$ cat config.mk
export PLATFORM = sky130hd
export DESIGN_NAME = slicer_hyst_cmp
export DESIGN_NICKNAME = d
export VERILOG_FILES = /design/src/rtl/slicer_pkg.sv /design/src/rtl/slc_thresh.sv /design/src/rtl/slc_decide.sv /design/src/rtl/slc_state.sv /design/src/rtl/slicer_hyst_cmp.sv
export SDC_FILE = /design/constraint.sdc
export NUM_CORES = 1
export LEC_CHECK = 0
export ABC_AREA = 1
export BUFFER_PORTS_ARGS = -buffer_cell sky130_fd_sc_hd__buf_2
export CAP_MARGIN = 5
export CORE_MARGIN = 2
export CORE_UTILIZATION = 31
export DETAILED_ROUTE_END_ITERATION = 10
export GPL_TIMING_DRIVEN = 0
export PLACE_DENSITY = 0.61
export SLEW_MARGIN = 10
export SYNTH_ARGS = -nofsm -noshare
export SYNTH_HDL_FRONTEND = slang
export SYNTH_SLANG_ARGS = --single-unit
export TNS_END_PERCENT = 50
$ cat constraint.sdc
create_clock -name clk -period 3.7 [get_ports clk]
set_input_delay 0.74 -clock clk [delete_from_list [all_inputs] [get_ports clk]]
set_output_delay 0.74 -clock clk [all_outputs]
set_load 0.02 [all_outputs]
$ cat src/rtl/slicer_pkg.sv
package slicer_pkg;

    typedef enum logic [1:0] {
        HYS_NONE  = 2'b00,
        HYS_SMALL = 2'b01,
        HYS_MID   = 2'b10,
        HYS_WIDE  = 2'b11
    } hys_sel_e;

    typedef enum logic [1:0] {
        ACT_HOLD = 2'b00,
        ACT_RISE = 2'b01,
        ACT_FALL = 2'b10
    } slice_act_e;

    localparam int unsigned OFS_NONE  = 0;
    localparam int unsigned OFS_SMALL = 5;
    localparam int unsigned OFS_MID   = 10;
    localparam int unsigned OFS_WIDE  = 32;

    // Non-uniform offset added to the code for the upper threshold
    function automatic int unsigned hys_offset(input hys_sel_e sel);
        case (sel)
            HYS_SMALL: return OFS_SMALL;
            HYS_MID:   return OFS_MID;
            HYS_WIDE:  return OFS_WIDE;
            default:   return OFS_NONE;
        endcase
    endfunction

endpackage

$ cat src/rtl/slc_thresh.sv
module slc_thresh
    import slicer_pkg::*;
#(
    parameter int CODE_W = 6,
    parameter int TH_W   = CODE_W + 1
) (
    input  logic [CODE_W-1:0] thr_code,
    input  logic [1:0]        hys_sel,
    output logic [TH_W-1:0]   th_lo,
    output logic [TH_W-1:0]   th_hi
);
    hys_sel_e sel_e;

    always_comb begin
        sel_e = hys_sel_e'(hys_sel);
        th_lo = TH_W'(thr_code);
        th_hi = TH_W'(thr_code) + TH_W'(hys_offset(sel_e));
    end
endmodule

$ cat src/rtl/slc_decide.sv
module slc_decide
    import slicer_pkg::*;
#(
    parameter int LVL_W = 6,
    parameter int TH_W  = 7
) (
    input  logic             smp_valid,
    input  logic [LVL_W-1:0] smp_level,
    input  logic [TH_W-1:0]  th_lo,
    input  logic [TH_W-1:0]  th_hi,
    output slice_act_e       act
);
    localparam int CMP_W = (LVL_W > TH_W) ? LVL_W : TH_W;

    logic [CMP_W-1:0] lvl_x, lo_x, hi_x;
    logic             above, below;

    always_comb begin
        lvl_x = CMP_W'(smp_level);
        lo_x  = CMP_W'(th_lo);
        hi_x  = CMP_W'(th_hi);
        above = lvl_x > hi_x;
        below = lvl_x < lo_x;
        if (!smp_valid)  act = ACT_HOLD;
        else if (above)  act = ACT_RISE;
        else if (below)  act = ACT_FALL;
        else             act = ACT_HOLD;
    end
endmodule

$ cat src/rtl/slc_state.sv
module slc_state
    import slicer_pkg::*;
(
    input  logic       clk,
    input  logic       rst,
    input  slice_act_e act,
    output logic       slice_out,
    output logic       slice_chg
);
    logic nxt_out;

    always_comb begin
        case (act)
            ACT_RISE: nxt_out = 1'b1;
            ACT_FALL: nxt_out = 1'b0;
            default:  nxt_out = slice_out;
        endcase
    end

    always_ff @(posedge clk) begin
        if (rst) begin
            slice_out <= 1'b0;
            slice_chg <= 1'b0;
        end else begin
            slice_out <= nxt_out;
            slice_chg <= nxt_out ^ slice_out;
        end
    end
endmodule

$ cat src/rtl/slicer_hyst_cmp.sv
module slicer_hyst_cmp
    import slicer_pkg::*;
#(
    parameter int CODE_W = 6,
    parameter int LVL_W  = CODE_W
) (
    input  logic              clk,
    input  logic              rst,
    input  logic [CODE_W-1:0] thr_code,
    input  logic [1:0]        hys_sel,
    input  logic              smp_valid,
    input  logic [LVL_W-1:0]  smp_level,
    output logic              slice_out,
    output logic              slice_chg
);
    // One extra bit keeps code + largest offset from wrapping
    localparam int TH_W = CODE_W + 1;

    logic [TH_W-1:0] th_lo, th_hi;
    slice_act_e      act;

    slc_thresh #(.CODE_W(CODE_W), .TH_W(TH_W)) thresh_i (
        .thr_code (thr_code),
        .hys_sel  (hys_sel),
        .th_lo    (th_lo),
        .th_hi    (th_hi)
    );

    slc_decide #(.LVL_W(LVL_W), .TH_W(TH_W)) decide_i (
        .smp_valid (smp_valid),
        .smp_level (smp_level),
        .th_lo     (th_lo),
        .th_hi     (th_hi),
        .act       (act)
    );

    slc_state state_i (
        .clk       (clk),
        .rst       (rst),
        .act       (act),
        .slice_out (slice_out),
        .slice_chg (slice_chg)
    );
endmodule

==> flow_metrics.env <==
export IMPL_gr_usage_all_layers_pct=11.13
export IMPL_coreArea_sq_mm=0.001902
export IMPL_cts_tree="done"
export IMPL_grt_first_pass_wirelength_um=1897
export IMPL_synthesis_area_sq_um=606.8
export IMPL_drc=0
export IMPL_ys_seq_area_share_pct=6.598
export IMPL_via_count=617
export IMPL_crit_slowest_cell="ha_1"
export IMPL_grt_pass1_vias=551
export IMPL_skew_ps=1.975
export IMPL_cts_setup_buffers=0
export IMPL_drv_cap=0
export IMPL_row_count=16
export IMPL_finalSetupViolCount=0
export IMPL_synth_seq_cells=2
export IMPL_tightest_slew_ps=205.2
export IMPL_critical_path_class="in2reg"
export IMPL_cts_max_level=1
export IMPL_ant_nets=0
export IMPL_drive_above_1_share_pct=28.10
export IMPL_wirelength_um=1131
export IMPL_vdd_drop_max_v=0.0001083
export IMPL_leakagePower_uw=0.0004673
export IMPL_cpPeakStageDelay_ps=290
export IMPL_p_sw_share_pct=38.47
export IMPL_synth_warnings=0
export IMPL_min_path_type="reg2reg"
export IMPL_p_per_area_mw_per_mm2=210.9
export IMPL_hold_slack_ps=449.1
export IMPL_postSynthAreaPerCell_sq_um=6.068
export IMPL_cp_common_cell="nand2_1"
export IMPL_hold_viol=0
export IMPL_layout_commonest_cell="nand2_1"
export IMPL_drt_vias_per_instance=4.169
export IMPL_area_delta_synth_final_pct=24.12
export IMPL_cp_max_fo=4
export IMPL_grt_overflow_total=0
export IMPL_dp_hpwl_um=1042
export IMPL_cts_max_path_buffers=2
export IMPL_ys_types=19
export IMPL_p_comb_share_pct=54.8
export IMPL_crit_required_ps=3850
export IMPL_cts_resized=0
export IMPL_cts_reportedPaths_clkPinSlew_ps=30
export IMPL_final_cell_mix="nand2_1 (33), inv_1 (22), buf_2 (18)"
export IMPL_root_buffer="clkbuf_4"
export IMPL_fin_util_pct=39.61
export IMPL_port_buffers=18
export IMPL_endpoint_kind="register"
export IMPL_ios=19
export IMPL_cell_internal_pwr_uw=97.76
export IMPL_die_w_um=48.25
export IMPL_syn_inst=100
export IMPL_drt_pass1_iterations=4
export IMPL_cts_sinks=2
export IMPL_min_period_ps=2814
export IMPL_switchingPower_uw=61.13
export IMPL_start_util_pct=31.91
export IMPL_critPathLaunch="hys_sel[1]"
export IMPL_n_antenna_cell=0
export IMPL_drv_slew=0
export IMPL_cp_arrival_ps=2960
export IMPL_rsz0062_at_grt="no"
export IMPL_crit_chain="buf_2 -> inv_1 -> nor2_2 -> nand2_2 -> nand2_1 -> inv_1 -> ha_1 -> inv_1 -> nand2_2 -> nand3_2 -> nand2_2 -> xor2_1 -> ha_1 -> nand2_1 -> nor2_1 -> nand2_1 -> a21oi_1 -> nand2_1 -> a21o_1 -> a21oi_1"
export IMPL_timing_rr_start="state_i.slice_out"
export IMPL_dieHeight_um=48.25
export IMPL_routedWlPerCell_um=7.642
export IMPL_fin_nets=154
export IMPL_max_slew_margin_pct=86.32
export IMPL_hold_path_startpoint="state_i.slice_out"
export IMPL_final_setup_tns_ps=0
export IMPL_post_route_period_util_pct=76.05
export IMPL_cts_hold_buf=0
export IMPL_clock_fmax_mhz=355.4
export IMPL_clock_latency_ps=220
export IMPL_first_iter_violations=5
export IMPL_p_seq_share_pct=16.0
export IMPL_clock_power_share_pct=29.2
export IMPL_syn_nets=131
export IMPL_status="completed"
export IMPL_numCtsBuffers=3
export IMPL_gp_congestion=0.7882
export IMPL_die_area_sq_mm=0.002328
export IMPL_grt_max_degree=5
export IMPL_antenna_found_initial=0
export IMPL_worstSetupStartpointType="primary input"
-- layer usage --
layer	up-vias	track usage [%]	wire length (um)
li1	351	-	-
met3	0	3.333	40
met2	13	19.74	502
met4	0	0	0
met5	-	0	0
met1	253	14.07	588
-- cell type report --
type,count,area [sq um]
Fill cell,214,1149
Multi-Input combinational cell,75,480.5
Timing Repair Buffer,18,90.09
Inverter,23,86.33
Sequential cell,2,40.04
Tap cell,27,33.78
Clock buffer,3,22.52
-- flip-flops by register name (all words and copies together), names as in the netlist --
signal             cells
state_i.slice_out      1
state_i.slice_chg      1
-- stage by stage --
stage | total power, uW | worst slack, ps | instances | area [sq um]
finish | 158.9 | 886.2 | 148 | 753.2
global route | 180.5 | 662.7 | 148 | 753.2
CTS | 163.0 | 868.6 | 148 | 753.2
detailed placement | 113.6 | 668.3 | 145 | 730.7
global placement | 111.8 | 691.4 | 145 | 730.7
floorplan | 88.46 | 1009 | 100 | 606.8
-- power by group through the flow --
stage / Clock, uW / Combinational [uW] / Sequential [uW]
after floorplan: 0 / 59.3 / 29.1
after global placement: 0 / 86.1 / 25.7
after detailed placement: 0 / 87.7 / 25.8
after CTS: 48.9 / 88.5 / 25.5
after global routing: 52.7 / 102 / 25.9
final: 46.4 / 87.0 / 25.4
-- final timing paths --
| path | cells past startpoint | endpoint | slack, ps |
|---|---|---|---|
| hold / removal | 1 | state_i.slice_chg | 450 |
| setup / recovery | 20 | state_i.slice_out | 890 |
| setup reg to reg | 3 | state_i.slice_out | 2930 |
| hold reg to reg | 1 | state_i.slice_chg | 450 |
-- cell families (layout without fill, tap and decap cells) --
| group | Yosys count | count (layout) | synth area share [%] |
|---|---|---|---|
| flops | 2 | 2 | 6.598 |
| fa+ha+maj | 14 | 14 | 28.87 |
| simple gates | 47 | 47 | 34.64 |
| xor+xnor | 4 | 4 | 5.774 |
| buf+inv | 23 | 44 | 14.23 |
| compound gates | 10 | 10 | 9.896 |
-- critical path: cells and delay by family --
family / cells / cell delay, ps
simple gates: 10 / 810
compound gates: 3 / 490
fa+ha+maj: 2 / 480
buf+inv: 4 / 280
xor+xnor: 1 / 150
-- Yosys cell counts --
library cell | instances | area [sq um]
a21oi_2 | 2 | 17.52
a21o_1 | 1 | 7.510
nand3_1 | 1 | 5.000
inv_2 | 1 | 3.750
nor2_1 | 2 | 7.510
nand3b_1 | 1 | 7.510
a21oi_1 | 5 | 25.02
ha_1 | 14 | 175.2
or2_2 | 1 | 6.260
o21ai_1 | 1 | 5.000
xnor2_1 | 3 | 26.28
inv_1 | 22 | 82.58
nand3_2 | 1 | 10.01
dfxtp_1 | 2 | 40.04
nor2_2 | 2 | 12.51
nand2_2 | 6 | 37.54
nand2_1 | 33 | 123.9
o21ai_0 | 1 | 5.000
xor2_1 | 1 | 8.760
No activity file was read; power rests on OpenSTA's default activity.
